**src/rtl/fmd_pkg.sv**
```systemverilog
package fmd_pkg;

    localparam int CH_W   = 8;
    localparam int PIX_W  = 3 * CH_W;
    localparam int DIFF_W = CH_W + 2;

    typedef struct packed {
        logic [CH_W-1:0] r;
        logic [CH_W-1:0] g;
        logic [CH_W-1:0] b;
    } rgb_t;

    typedef struct packed {
        logic valid;
        logic changed;
        logic fval;
    } diff_beat_t;

    function automatic logic [CH_W-1:0] chan_absdiff(input logic [CH_W-1:0] a,
                                                     input logic [CH_W-1:0] b);
        return (a >= b) ? (a - b) : (b - a);
    endfunction

    function automatic logic [DIFF_W-1:0] rgb_sad(input rgb_t a, input rgb_t b);
        logic [DIFF_W-1:0] acc;
        acc = DIFF_W'(chan_absdiff(a.r, b.r));
        acc = acc + DIFF_W'(chan_absdiff(a.g, b.g));
        acc = acc + DIFF_W'(chan_absdiff(a.b, b.b));
        return acc;
    endfunction

endpackage

```
**src/rtl/fmd_pix_diff.sv**
```systemverilog
module fmd_pix_diff
    import fmd_pkg::*;
(
    input  logic              clk,
    input  logic              rst,
    input  logic              fval,
    input  logic              lval,
    input  rgb_t              cur,
    input  rgb_t              prev,
    input  logic [DIFF_W-1:0] thr,
    output diff_beat_t        beat
);

    logic              take;
    logic [DIFF_W-1:0] sad;

    always_comb begin
        take = fval & lval;
        sad  = rgb_sad(cur, prev);
    end

    always_ff @(posedge clk) begin
        if (rst) begin
            beat <= '0;
        end else begin
            beat.valid   <= take;
            beat.changed <= take & (sad > thr);
            beat.fval    <= fval;
        end
    end

    AST_BEAT_QUALIFIED: assert property (@(posedge clk) disable iff (rst)
        beat.valid |-> $past(fval && lval));
    AST_CHANGED_NEEDS_VALID: assert property (@(posedge clk) disable iff (rst)
        beat.changed |-> beat.valid);

endmodule

```
**src/rtl/fmd_accum.sv**
```systemverilog
module fmd_accum
    import fmd_pkg::*;
#(
    parameter int MAX_PIX = 640 * 480,
    parameter int CNT_W   = 19
) (
    input  logic             clk,
    input  logic             rst,
    input  diff_beat_t       beat,
    output logic [CNT_W-1:0] count,
    output logic             frame_end
);

    localparam logic [CNT_W-1:0] CNT_MAX = CNT_W'(MAX_PIX);

    logic fval_prev;
    logic frame_start;
    logic hit;

    always_comb begin
        frame_start = beat.fval & ~fval_prev;
        frame_end   = ~beat.fval & fval_prev;
        hit         = beat.valid & beat.changed;
    end

    always_ff @(posedge clk) begin
        if (rst) begin
            fval_prev <= 1'b0;
            count     <= '0;
        end else begin
            fval_prev <= beat.fval;
            if (frame_start) begin
                count <= hit ? CNT_W'(1) : '0;
            end else if (hit && (count != CNT_MAX)) begin
                count <= count + 1'b1;
            end
        end
    end

    AST_COUNT_BOUNDED: assert property (@(posedge clk) disable iff (rst)
        count <= CNT_MAX);
    AST_IDLE_HOLDS: assert property (@(posedge clk) disable iff (rst)
        (!beat.valid && !frame_start) |=> $stable(count));

endmodule

```
**src/rtl/fmd_decide.sv**
```systemverilog
module fmd_decide #(
    parameter int CNT_W = 19
) (
    input  logic             clk,
    input  logic             rst,
    input  logic             frame_end,
    input  logic [CNT_W-1:0] count,
    input  logic [CNT_W-1:0] frame_thr,
    input  logic             presence,
    output logic             trig,
    output logic [CNT_W-1:0] stat_count
);

    logic have_prev;
    logic fire;

    always_comb begin
        fire = frame_end & have_prev & presence & (count > frame_thr);
    end

    always_ff @(posedge clk) begin
        if (rst) begin
            trig       <= 1'b0;
            stat_count <= '0;
            have_prev  <= 1'b0;
        end else begin
            trig <= fire;
            if (frame_end) begin
                stat_count <= count;
                have_prev  <= 1'b1;
            end
        end
    end

    AST_TRIG_SINGLE: assert property (@(posedge clk) disable iff (rst)
        trig |=> !trig);
    AST_TRIG_AT_END: assert property (@(posedge clk) disable iff (rst)
        trig |-> $past(frame_end));
    AST_TRIG_ABOVE_THR: assert property (@(posedge clk) disable iff (rst)
        trig |-> (stat_count > $past(frame_thr)));
    AST_TRIG_PRESENCE: assert property (@(posedge clk) disable iff (rst)
        trig |-> $past(presence));

endmodule

```
**src/rtl/frame_motion_detector.sv**
```systemverilog
module frame_motion_detector
    import fmd_pkg::*;
#(
    parameter int H_PIX   = 640,
    parameter int V_LINES = 480,
    parameter int CNT_W   = $clog2(H_PIX * V_LINES + 1)
) (
    input  logic                clk,
    input  logic                rst,
    input  logic                fval,
    input  logic                lval,
    input  logic [PIX_W-1:0]    cur_pix,
    input  logic [PIX_W-1:0]    prev_pix,
    input  logic [DIFF_W-1:0]   pix_thresh,
    input  logic [CNT_W-1:0]    frame_thresh,
    input  logic                presence,
    output logic                motion_trig,
    output logic [CNT_W-1:0]    change_count
);

    localparam int FRAME_PIX = H_PIX * V_LINES;

    rgb_t             cur_rgb;
    rgb_t             prev_rgb;
    diff_beat_t       beat;
    logic [CNT_W-1:0] run_count;
    logic             frame_end;

    always_comb begin
        cur_rgb  = rgb_t'(cur_pix);
        prev_rgb = rgb_t'(prev_pix);
    end

    fmd_pix_diff u_diff (
        .clk  (clk),
        .rst  (rst),
        .fval (fval),
        .lval (lval),
        .cur  (cur_rgb),
        .prev (prev_rgb),
        .thr  (pix_thresh),
        .beat (beat)
    );

    fmd_accum #(
        .MAX_PIX (FRAME_PIX),
        .CNT_W   (CNT_W)
    ) u_accum (
        .clk       (clk),
        .rst       (rst),
        .beat      (beat),
        .count     (run_count),
        .frame_end (frame_end)
    );

    fmd_decide #(
        .CNT_W (CNT_W)
    ) u_decide (
        .clk        (clk),
        .rst        (rst),
        .frame_end  (frame_end),
        .count      (run_count),
        .frame_thr  (frame_thresh),
        .presence   (presence),
        .trig       (motion_trig),
        .stat_count (change_count)
    );

    AST_RESET_QUIET: assert property (@(posedge clk)
        $past(rst) |-> (!motion_trig && change_count == '0));

endmodule

```
**config.mk**
```make
export PLATFORM = sky130hd
export DESIGN_NAME = frame_motion_detector
export DESIGN_NICKNAME = d
export VERILOG_FILES = /design/src/rtl/fmd_pkg.sv /design/src/rtl/fmd_pix_diff.sv /design/src/rtl/fmd_accum.sv /design/src/rtl/fmd_decide.sv /design/src/rtl/frame_motion_detector.sv
export SDC_FILE = /design/constraint.sdc
export NUM_CORES = 1
export LEC_CHECK = 0
export ABC_AREA = 1
export BUFFER_PORTS_ARGS = -buffer_cell sky130_fd_sc_hd__buf_2
export CAP_MARGIN = 30
export CORE_UTILIZATION = 64
export CTS_BUF_LIST = sky130_fd_sc_hd__clkbuf_8
export DETAILED_ROUTE_END_ITERATION = 16
export PLACE_DENSITY = 0.95
export SETUP_SLACK_MARGIN = 0.05
export SLEW_MARGIN = 40
export SYNTH_ARGS = -nofsm -noshare
export SYNTH_HDL_FRONTEND = slang
export SYNTH_SLANG_ARGS = --single-unit
export TNS_END_PERCENT = 100
```
**constraint.sdc**
```tcl
create_clock -name clk -period 11.4 [get_ports clk]
set_input_delay 0.57 -clock clk [delete_from_list [all_inputs] [get_ports clk]]
set_output_delay 0.57 -clock clk [all_outputs]
set_load 0.02 [all_outputs]
```
Yosys cells after proc, flatten, opt, wreduce, memory -nomap -nowiden
Cells that the tools add are included.
Widths: inputs -> output; s select.
- bits in registers: 44
- latch bits: 0
- memory bits (writable): 0
- memory bits (read-only): 0
- input port bits: 82
- logic and storage cells: 41
- memories: 0
- add/subtract/negate cells: 9
- $mul: 0
- divide/modulo/power cells: 0
- $lt $le $gt $ge: 5
- equal/unequal tests: 1
- shift operators: 0
- muxes and demuxes: 6
- bitwise logic cells: 10
- reductions and logical operators: 2
- operator list (operator ; count):
    $sub 8x8->8 ; 6
    $mux 19 ; 2
    $ge 8x8->1 ; 3
    $mux 8 ; 3
    $add 19x1->19 const B ; 1
    $gt 19x19->1 ; 1
    $ne 19x19->1 const B ; 1
    $add 10x8->10 ; 1
    $gt 10x10->1 ; 1
    $add 8x8->9 ; 1
    $and 1x1->1 ; 8
    $not 1->1 ; 2
    $reduce_bool 2->1 ; 1
    $logic_and 1x1->1 ; 1
    $mux 1 ; 1

Longest topological paths before layout
Gate-level depths: netlist (run 1).
- depth in word-level cells: 6
- gate-level depth with buffers: 32
- depth with buffers taken out: 32

Hierarchy
Synthesis (run 1) repeated with hierarchy kept, for this count alone.
- cells, all modules: 993
- area total of the unflattened synthesis: 5984.5 sq um
- modules (own cells, without submodules) (module ; times used ; cells each ; area each (sq um)):
    fmd_pix_diff ; 1 ; 593 ; 3384.5
    fmd_accum ; 1 ; 219 ; 1343.8
    fmd_decide ; 1 ; 181 ; 1256.2

Worst setup path after synthesis (run 1)
OpenSTA, ideal clock, no wires.
- kind: input-to-reg
- from: input port cur_pix[8]
- to: register, netlist name u_diff.beat[1]
- data arrival time: 4.688 ns
- data required time: 11.343 ns
- slack: 6.655 ns
- cell stages on the path: 26
- buffers on the path: 0
- cells stage by stage: inv_1 ha_1 inv_1 fa_1 nand3_1 nand2_1 o21ai_1 nand2_1 o21ai_0 inv_1 fa_1 o21ai_0 xor2_1 ha_1 a21oi_1 a21boi_0 o21ai_0 a21oi_1 nor2_1 ha_1 nand2_1 nor2_1 o211ai_1 o2111ai_1 nand3_1 inv_1
- cells in the longest elaborated chain, start to end: 6
- elaborated cells between the ends (all ways): 8
- those cells by class: add/sub: 4; order compare: 2; mux: 1; bitwise: 1
- RTL lines (item ; RTL line ; source):
    start, declared ; frame_motion_detector.sv:12 ; input logic [PIX_W-1:0] cur_pix,
    $sub 8x8->8 / $ge 8x8->1 (equally long branches) ; fmd_pkg.sv:21 ; return (a >= b) ? (a - b) : (b - a);
    $mux 8 * ; fmd_pkg.sv:21 ;
    $add 8x8->9 * ; fmd_pkg.sv:27 ; acc = acc + DIFF_W'(chan_absdiff(a.g, b.g));
    $add 10x8->10 * ; fmd_pkg.sv:28 ; acc = acc + DIFF_W'(chan_absdiff(a.b, b.b));
    $gt 10x10->1 * ; fmd_pix_diff.sv:27 ; beat.changed <= take & (sad > thr);
    $and 1x1->1 * ; fmd_pix_diff.sv:27 ;
Every way passes the cells marked *; elsewhere a longest branch is shown, timed or not.
A chain may end at the register's enable or synchronous reset.

Final worst setup path (run 1)
- from: input port cur_pix[8]
- to: register, netlist name u_diff.beat[1]
- cells in the longest elaborated chain, start to end: 6
- elaborated cells between the ends (all ways): 8
- those cells by class: add/sub: 4; order compare: 2; mux: 1; bitwise: 1
- RTL lines (item ; RTL line):
    $sub 8x8->8 / $ge 8x8->1 (equally long branches) ; fmd_pkg.sv:21
    $mux 8 * ; fmd_pkg.sv:21
    $add 8x8->9 * ; fmd_pkg.sv:27
    $add 10x8->10 * ; fmd_pkg.sv:28
    $gt 10x10->1 * ; fmd_pix_diff.sv:27
    $and 1x1->1 * ; fmd_pix_diff.sv:27
Marks and branches as above.

==> results.cfg, run 1 <==
[synthesis]
syn_inst = 902
synth_area_leaders = ha_1, dfxtp_1, nand2_1, inv_1, a21oi_1
syn-num-nets = 1084
syn_area_per_cell_um2 = 6.28
yosys_warnings = 0
yosys.area.top_type = ha_1
synth_cell_types = 33
syn_area_mm2 = 0.00567
synth_top_area_share_pct = 20.3
ys_seq_area_share_pct = 15.5
synth-seq-cells = 44

[final_layout]
layout-drive-gt1-share_pct = 11.8
fin_cells = 1098
area_growth_syn_to_layout_pct = 11.6
n_antenna_cell = 0
fin_nets = 1176
finish.utilization_pct = 75.4

[timing]
finalSetupViolations = 0
skew_ps = 3.44
rsz0062_at_grt = no
hold_viol = 0
tightest_slew_ps = 715
fin_crit_sh_pct = 46.1
min_period_ps = 5260
relSlewSlack_pct = 52.1
slew_viol_final = 0
tns_ps = 0
finalWorstSetupSlack_ps = 6140
clock.fmax_ghz = 0.190

[routing]
drtAntennaViolNets = 0
vias_per_cell = 5.38
first_iter_violations = 475
dr_total_vias = 5908
finalWirelength_um = 13200
drc = 0
drtPass1Iterations = 5
wl_met2_um = 6020
wl_per_cell_um = 12.1
route.met3.wl_um = 952
maxUsedRoutingLayer = met4
wl_met1_um = 6010

[global_routing]
grt_pass1_wl_um = 22000
grt_pass1_vias = 5313
grt_usage_pct = 29.6
antenna_found_initial = 0
grt-ovfl-total = 0
grt_max_degree = 34

[clock_tree]
cts_tree = built
clk_latency_ps = 290
cts.hold.buffers_added = 0
clkTransAtPathRegs_ps = 80
cts_root_buf = clkbuf_8
clock_path_buffers = 2
numCtsBuffers = 5
cts_setup_buffers = 0
ctsHtreeMaxLevel = 2
cts.sinks = 44
cts_resized = 0

[worst_hold_path]
min_from = u_decide.stat_count[14]
hold_class = flop to flop
min_to = u_decide.stat_count[14]
hold_path_depth = 2

[place]
dpl.hpwl_um = 10900
port_buffers = 101
gp_congestion = 0.988
preCtsSetupSlack_ps = 5910
dp_cells = 1092

[status]
status = finished, final reports clean

[worst_setup_path]
critical_path.top_delay_family = compound AO/OA/AOI/OAI gates
r2r_start = u_accum.count[0]
r2r_setup_slack_ps = 9380
start_kind = input port
worstPathArrival_ps = 5500
slowest_delay_ps = 460
rr_endpoint = u_accum.count[14]
cp.required_ps = 11640
cp_max_fo = 8
cp_num_buf_inv = 5
worst_path_max_delay_cell = fa_1
path_class = input port to flop
cp-end-kind = flop
path_common_cell = inv_1
r2r_cells = 9

[die]
row_count = 33
die-area_mm2 = 0.00923
core_area_mm2 = 0.00838
initial_core_util_pct = 67.6
die_h_um = 96.1
fp.dieW_um = 96.1
io_pins = 102

[pwr]
ir_drop_mv = 0.121
p_per_area_mw_per_mm2 = 140
p_leak_nw = 3.52

[job]
drv_cap = 0
## registers in the layout (all words and copies together) (netlist names)
register / count
u_decide.trig: 1
u_diff.beat: 3
u_decide.stat_count: 19
u_accum.fval_prev: 1
u_accum.count: 19
u_decide.have_prev: 1
## worst max path at each step
stage / startpoint / endpoint / slack, ps / cells past startpoint
after floorplan: cur_pix[8] / u_diff.beat[1] / 6650 / 26
after CTS: cur_pix[8] / u_diff.beat[1] / 6190 / 27
final: cur_pix[8] / u_diff.beat[1] / 6140 / 27
after global placement: cur_pix[16] / u_diff.beat[1] / 6200 / 27
after detailed placement: cur_pix[8] / u_diff.beat[1] / 5910 / 27
after global routing: cur_pix[16] / u_diff.beat[1] / 5680 / 30
## per-layer routing
layer	global-route usage [%]	vias to the layer above
met1	39.5	2560
met4	7.71	0
met3	3.48	38
met5	0	-
li1	-	3052
met2	50.2	258
## report_power, final
| part | switching (mW) | internal [mW] | leakage [nW] |
|---|---|---|---|
| Combinational | 0.366 | 0.244 | 3.11 |
| Clock | 0.0506 | 0.0629 | 0.0501 |
| Sequential | 0.00218 | 0.159 | 0.357 |
## kinds of logic after synthesis
kind of cell | share of synthesized area [%]
simple gates | 26.5
compound gates | 15.1
buf+inv | 12.7
xor+xnor | 7.11
flops | 15.5
fa+ha+maj | 23.1
## tightest hold or removal path, delay by kind of cell (launching register included)
| kind | cells | cell delay [ps] |
|---|---|---|
| flip-flops | 1 | 330 |
| AND/OR/NAND/NOR | 2 | 120 |
## per-stage QoR
step | hold slack, ps | power, mW | area (um^2)
5_1_grt | 506 | 0.970 | 6320
6_report | 478 | 0.884 | 6320
3_3_place_gp | 450 | 0.739 | 6220
2_1_floorplan | 430 | 0.632 | 5670
4_1_cts | 483 | 0.875 | 6320
3_5_place_dp | 466 | 0.763 | 6220
## cell usage in the layout, fill, tap and decap left out, types with 2 or more instances in the layout
| cell type | count |
|---|---|
| o21ai_1 | 2 |
| nand3_1 | 43 |
| inv_2 | 4 |
| xor2_1 | 38 |
| nand2_4 | 2 |
| a31oi_1 | 5 |
| xnor2_1 | 8 |
| clkbuf_8 | 5 |
| o21a_1 | 3 |
| nor2_2 | 3 |
| nand4_1 | 11 |
| o21ai_0 | 45 |
| nor2_1 | 98 |
| fa_1 | 8 |
| dfxtp_1 | 44 |
| inv_1 | 165 |
| ha_1 | 92 |
| nand2_1 | 202 |
| a21oi_1 | 84 |
| buf_2 | 101 |
| nor3_1 | 7 |
| a21o_1 | 3 |
| o211ai_1 | 12 |
## cell usage after synthesis
library cell / number
a211oi_1: 1
buf_2: 5
a21o_1: 3
fa_1: 8
o21a_1: 3
nand3_1: 43
o21ai_0: 45
nand2_1: 202
xor2_1: 38
ha_1: 92
clkbuf_2: 1
o21ai_1: 2
nor2_2: 3
dfxtp_1: 44
a21boi_0: 1
nand2_2: 1
nand2_4: 2
nand4_1: 11
clkbuf_1: 4
nor3_1: 7
inv_1: 166
o2111ai_1: 1
buf_6: 1
a31oi_1: 5
o211ai_1: 12
xnor2_1: 8
buf_1: 4
inv_2: 4
nor2_1: 98
nand3b_1: 1
a21oi_1: 84
buf_4: 1
o21bai_1: 1
## layout make-up
type | count | area (um^2)
flip-flops and latches | 44 | 881
well taps | 105 | 131
clock inverters | 1 | 30.0
clock buffers | 5 | 68.8
fillers | 687 | 2060
multi-input cells | 672 | 4070
repair buffers | 101 | 505
inverters | 170 | 638
(Power assumes the default switching activity.)
==> run 2, diff against run 1 <==
--- a/config.mk
+++ b/config.mk
@@ -8,10 +8,10 @@
 export ABC_AREA = 1
 export BUFFER_PORTS_ARGS = -buffer_cell sky130_fd_sc_hd__buf_2
 export CAP_MARGIN = 30
-export CORE_UTILIZATION = 64
+export CORE_UTILIZATION = 59
 export CTS_BUF_LIST = sky130_fd_sc_hd__clkbuf_8
 export DETAILED_ROUTE_END_ITERATION = 16
-export PLACE_DENSITY = 0.95
+export PLACE_DENSITY = 0.9
 export SETUP_SLACK_MARGIN = 0.05
 export SLEW_MARGIN = 40
 export SYNTH_ARGS = -nofsm -noshare
==> constraint.sdc (replaced) <==
create_clock -name clk -period 5.4 [get_ports clk]
set_input_delay 0.27 -clock clk [delete_from_list [all_inputs] [get_ports clk]]
set_output_delay 0.27 -clock clk [all_outputs]
set_load 0.02 [all_outputs]
==> run 2 against run 1 <==
Against the previous run: core utilization down 6.8 points; non-clock buffer count stayed put; clock power grew 130%; setup slack worse by 5400 ps; sequential share of layout area is 0.11 points lower; wire length shrank 4.6%; final area up 0.83%; critical path depth unchanged; clock skew increased by 4.2 ps; combinational power increased by 110%; critical endpoint unchanged; largest cell class unchanged.
==> results.cfg, run 2 (synthesis results as in run 1) <==
[clock_tree]
cts_tree = built
cts.sinks = 44
cts_resized = 0
cts_setup_buffers = 0
clock_path_buffers = 2
clk_latency_ps = 310
cts.hold.buffers_added = 0
clkTransAtPathRegs_ps = 80
ctsHtreeMaxLevel = 2
cts_root_buf = clkbuf_8
numCtsBuffers = 5

[routing]
drtAntennaViolNets = 0
dr_total_vias = 5722
first_iter_violations = 319
drc = 0
vias_per_cell = 5.09
finalWirelength_um = 12600
drtPass1Iterations = 5
wl_per_cell_um = 11.2

[die]
io_pins = 102
die-area_mm2 = 0.0100
die_h_um = 100
fp.dieW_um = 100
initial_core_util_pct = 61.0
row_count = 35
core_area_mm2 = 0.00928

[worst_setup_path]
cp_num_buf_inv = 5
cp-end-kind = flop
path_common_cell = inv_1
start_kind = input port
worst_path_max_delay_cell = fa_1
worstPathArrival_ps = 4960
cp.required_ps = 5660
cp_max_fo = 8
critical_path.top_delay_family = compound AO/OA/AOI/OAI gates
slowest_delay_ps = 440
path_class = input port to flop

[place]
gp_congestion = 0.943
port_buffers = 101
dpl.hpwl_um = 10500
dp_cells = 1116

[pwr]
p_total_mw = 1.86
p_seq_share_pct = 18.3
internal-power_mw = 0.992
p_switching_mw = 0.866
p_comb_share_pct = 67.6
clock_power_share_pct = 14.1
ir_drop_mv = 0.233
p_leak_nw = 3.53
p_per_area_mw_per_mm2 = 291
switching_share_pct = 46.6

[final_layout]
final_common_cell = nand2_1
area_growth_syn_to_layout_pct = 12.5
finish.utilization_pct = 68.7
layout-drive-gt1-share_pct = 12.1
fin_nets = 1176
n_antenna_cell = 0
fill_cells = 851
reg_top3 = u_accum.count (19), u_decide.stat_count (19), u_diff.beat (3)
fin_cells = 1124
final_cell_mix = nand2_1, inv_1, buf_2

[timing]
skew_ps = 7.66
min_period_ps = 4700
rsz0062_at_grt = no
slew_viol_final = 0
tns_ps = 0
hold_viol = 0
relSlewSlack_pct = 50.8
fin_crit_sh_pct = 87.1
tightest_slew_ps = 733
finalSetupViolations = 0
clock.fmax_ghz = 0.213

[job]
drv_cap = 0

[global_routing]
grt-ovfl-total = 0
grt_max_degree = 34
grt_pass1_vias = 5078
grt_usage_pct = 25.9
grt_pass1_wl_um = 21600
antenna_found_initial = 0

[worst_hold_path]
hold_class = input port to flop

[status]
status = finished, final reports clean
-- run 2: cell types whose count changed in the layout (fill, tap and decap cells not counted), sizes merged --
cell,previous run,this run
clkinvlp,0,1
inv,169,170
-- run 2: layout make-up --
cell class | instances | area [um^2] | share of cell area, %
multi-input combinational | 672 | 4070 | 63.9
clock buffer | 5 | 68.8 | 1.08
inverter | 170 | 638 | 10.0
timing repair buffer | 101 | 505 | 7.93
clock inverter | 3 | 46.3 | 0.726
tap | 129 | 161 | 2.53
sequential | 44 | 881 | 13.8
-- run 2: per-stage QoR --
stage | hold slack, ps | area, um^2 | setup WS [ps]
final | 200 | 6370 | 696
after CTS | 203 | 6370 | 576
after global placement | 450 | 6250 | 530
after floorplan | 377 | 5670 | 955
after global routing | 229 | 6370 | 113
after detailed placement | 456 | 6250 | 261
-- run 2: worst paths after layout --
kind	from	end	slack [ps]	cells after the start
hold / removal	lval	u_diff.beat[2]	200	3
setup reg to reg	u_accum.count[0]	u_accum.count[6]	3370	9
hold reg to reg	u_diff.beat[0]	u_accum.fval_prev	470	2
setup / recovery	cur_pix[16]	u_diff.beat[1]	700	27
-- run 2: routing by layer --
layer | track usage (%) | wire length (um) | up-vias
met5 | 0 | 0 | -
met1 | 34.9 | 5940 | 2465
li1 | - | - | 3052
met3 | 3.55 | 764 | 20
met2 | 44.4 | 5730 | 185
met4 | 5.13 | 198 | 0
-- run 2: worst register-to-register path, delay by kind of cell (launching register included) --
kind / cells / cell delay (ps)
buffers and inverters: 2 / 200
AOI/OAI and AO/OA: 2 / 710
DFF: 1 / 440
and+or+nand+nor: 4 / 380
adders and majority gates: 1 / 230
-- run 2: power by group through the flow --
stage               registers, mW  logic, mW  clock network, mW
floorplan                   0.355      0.980                  0
global placement            0.347       1.22                  0
detailed placement          0.347       1.25                  0
CTS                         0.340       1.25              0.262
global route                0.341       1.48              0.274
finish                      0.340       1.26              0.262
==> run 3, diff against run 2 <==
--- a/config.mk
+++ b/config.mk
@@ -8,6 +8,7 @@
 export ABC_AREA = 1
 export BUFFER_PORTS_ARGS = -buffer_cell sky130_fd_sc_hd__buf_2
 export CAP_MARGIN = 30
+export CORE_ASPECT_RATIO = 1.2
 export CORE_UTILIZATION = 59
 export CTS_BUF_LIST = sky130_fd_sc_hd__clkbuf_8
 export DETAILED_ROUTE_END_ITERATION = 16
==> run 3 against run 2 <==
Against the previous run: via count rose by 3.9%; highest routed layer unchanged; critical path type unchanged; hold slack improved by 9.2 ps; combinational power barely moved.
==> results.cfg, run 3 (synthesis results as in run 1) <==
[status]
status = finished, final reports clean

[timing]
finalWorstSetupSlack_ps = 637
tns_ps = 0
tightest_slew_ps = 716
finalSetupViolations = 0
skew_ps = 5.48
rsz0062_at_grt = no
clock.fmax_ghz = 0.210
hold_viol = 0
fin_crit_sh_pct = 88.2
slew_viol_final = 0
hold_slack_ps = 209
relSlewSlack_pct = 52.0
min_period_ps = 4760

[pwr]
p_total_mw = 1.84
clock_power_share_pct = 14.4
p_leak_nw = 3.53
p_per_area_mw_per_mm2 = 290
p_seq_share_pct = 18.5
p_switching_mw = 0.845
p_comb_share_pct = 67.1
ir_drop_mv = 0.194
internal-power_mw = 0.999
switching_share_pct = 45.8

[global_routing]
antenna_found_initial = 0
grt_pass1_wl_um = 22900
grt-ovfl-total = 0
grt_usage_pct = 27.7
grt_max_degree = 34
grt_pass1_vias = 5558

[clock_tree]
ctsHtreeMaxLevel = 2
cts_resized = 0
cts.hold.buffers_added = 0
cts_tree = built
cts_root_buf = clkbuf_8
clkTransAtPathRegs_ps = 80
clk_latency_ps = 300
numCtsBuffers = 5
clock_path_buffers = 2
cts_setup_buffers = 0
cts.sinks = 44

[final_layout]
fill_cells = 845
n_antenna_cell = 0
postLayoutCellArea_mm2 = 0.00636
layout-drive-gt1-share_pct = 12.0
finish.utilization_pct = 69.3
fin_nets = 1176
final_common_cell = nand2_1
reg_top3 = u_accum.count (19), u_decide.stat_count (19), u_diff.beat (3)
area_growth_syn_to_layout_pct = 12.3
fin_cells = 1115
final_cell_mix = nand2_1, inv_1, buf_2

[routing]
first_iter_violations = 347
vias_per_cell = 5.33
drtAntennaViolNets = 0
drc = 0
drtPass1Iterations = 6
dr_total_vias = 5945
finalWirelength_um = 13300
wl_per_cell_um = 12.0

[place]
preCtsSetupSlack_ps = 376
dp_cells = 1107
place_area_mm2 = 0.00624
port_buffers = 101
dpl.hpwl_um = 11100
gp_congestion = 0.968

[die]
core_area_mm2 = 0.00918
row_count = 38
initial_core_util_pct = 61.7
fp.dieW_um = 91.5
die-area_mm2 = 0.0100
die_h_um = 109
io_pins = 102

[worst_hold_path]
hold_class = input port to flop
hold_path_depth = 3

[job]
drv_cap = 0

[worst_setup_path]
worstPathArrival_ps = 5010
path_class = input port to flop
r2r_cells = 9
start_kind = input port
cp.required_ps = 5650
cp-end-kind = flop
cp_max_fo = 8
==> run 3: changes by cell type in the layout (fill, tap and decap cells not counted), sizes merged <==
cell,previous run,this run
clkbuf,5,6
clkinv,1,2
clkinvlp,1,0
inv,170,169
==> run 3: cell type report <==
| cell class | instances | area, um^2 | area share [%] |
|---|---|---|---|
| Inverter | 170 | 638 | 10.0 |
| Timing Repair Buffer | 101 | 505 | 7.94 |
| Clock buffer | 6 | 82.6 | 1.30 |
| Tap cell | 120 | 150 | 2.36 |
| Clock inverter | 2 | 38.8 | 0.610 |
| Multi-Input combinational cell | 672 | 4070 | 63.9 |
| Sequential cell | 44 | 881 | 13.8 |
==> run 3: metal layers <==
layer	track usage [%]	up-vias	part of all wire, %
li1	-	3057	-
met1	31.3	2635	40
met2	52.9	213	51
met3	2.97	40	5.8
met4	11.2	0	2.8
met5	0	-	0
==> run 3: critical path, stage by stage <==
cell,delay (ps)
buf_2,110
inv_1,50
ha_1,150
inv_1,70
fa_1,420
nand3_1,90
nand2_1,80
o21ai_0,170
nand2_1,190
o21ai_0,290
inv_1,100
fa_1,430
o21ai_0,370
xor2_1,190
ha_1,300
a21oi_1,170
a21boi_0,300
o21ai_0,180
a21oi_1,150
nor2_1,60
ha_1,300
nand2_1,90
nor2_1,140
o211ai_1,110
o2111ai_1,100
nand3_1,90
inv_1,60
==> run 3: final timing paths <==
kind / to / slack, ps / startpoint
worst max-delay path: u_diff.beat[1] / 640 / cur_pix[16]
worst max register to register: u_accum.count[6] / 3300 / u_accum.count[0]
worst min-delay path: u_diff.beat[0] / 210 / fval
worst min register to register: u_decide.stat_count[5] / 480 / u_decide.stat_count[5]
==> run 3: power by group through the flow <==
stage                     sequential (mW)  combinational (mW)  clock [mW]
after floorplan                     0.355               0.980           0
after global placement              0.348                1.21           0
after detailed placement            0.348                1.24           0
after CTS                           0.340                1.24       0.269
after global routing                0.342                1.43       0.285
final                               0.340                1.24       0.266
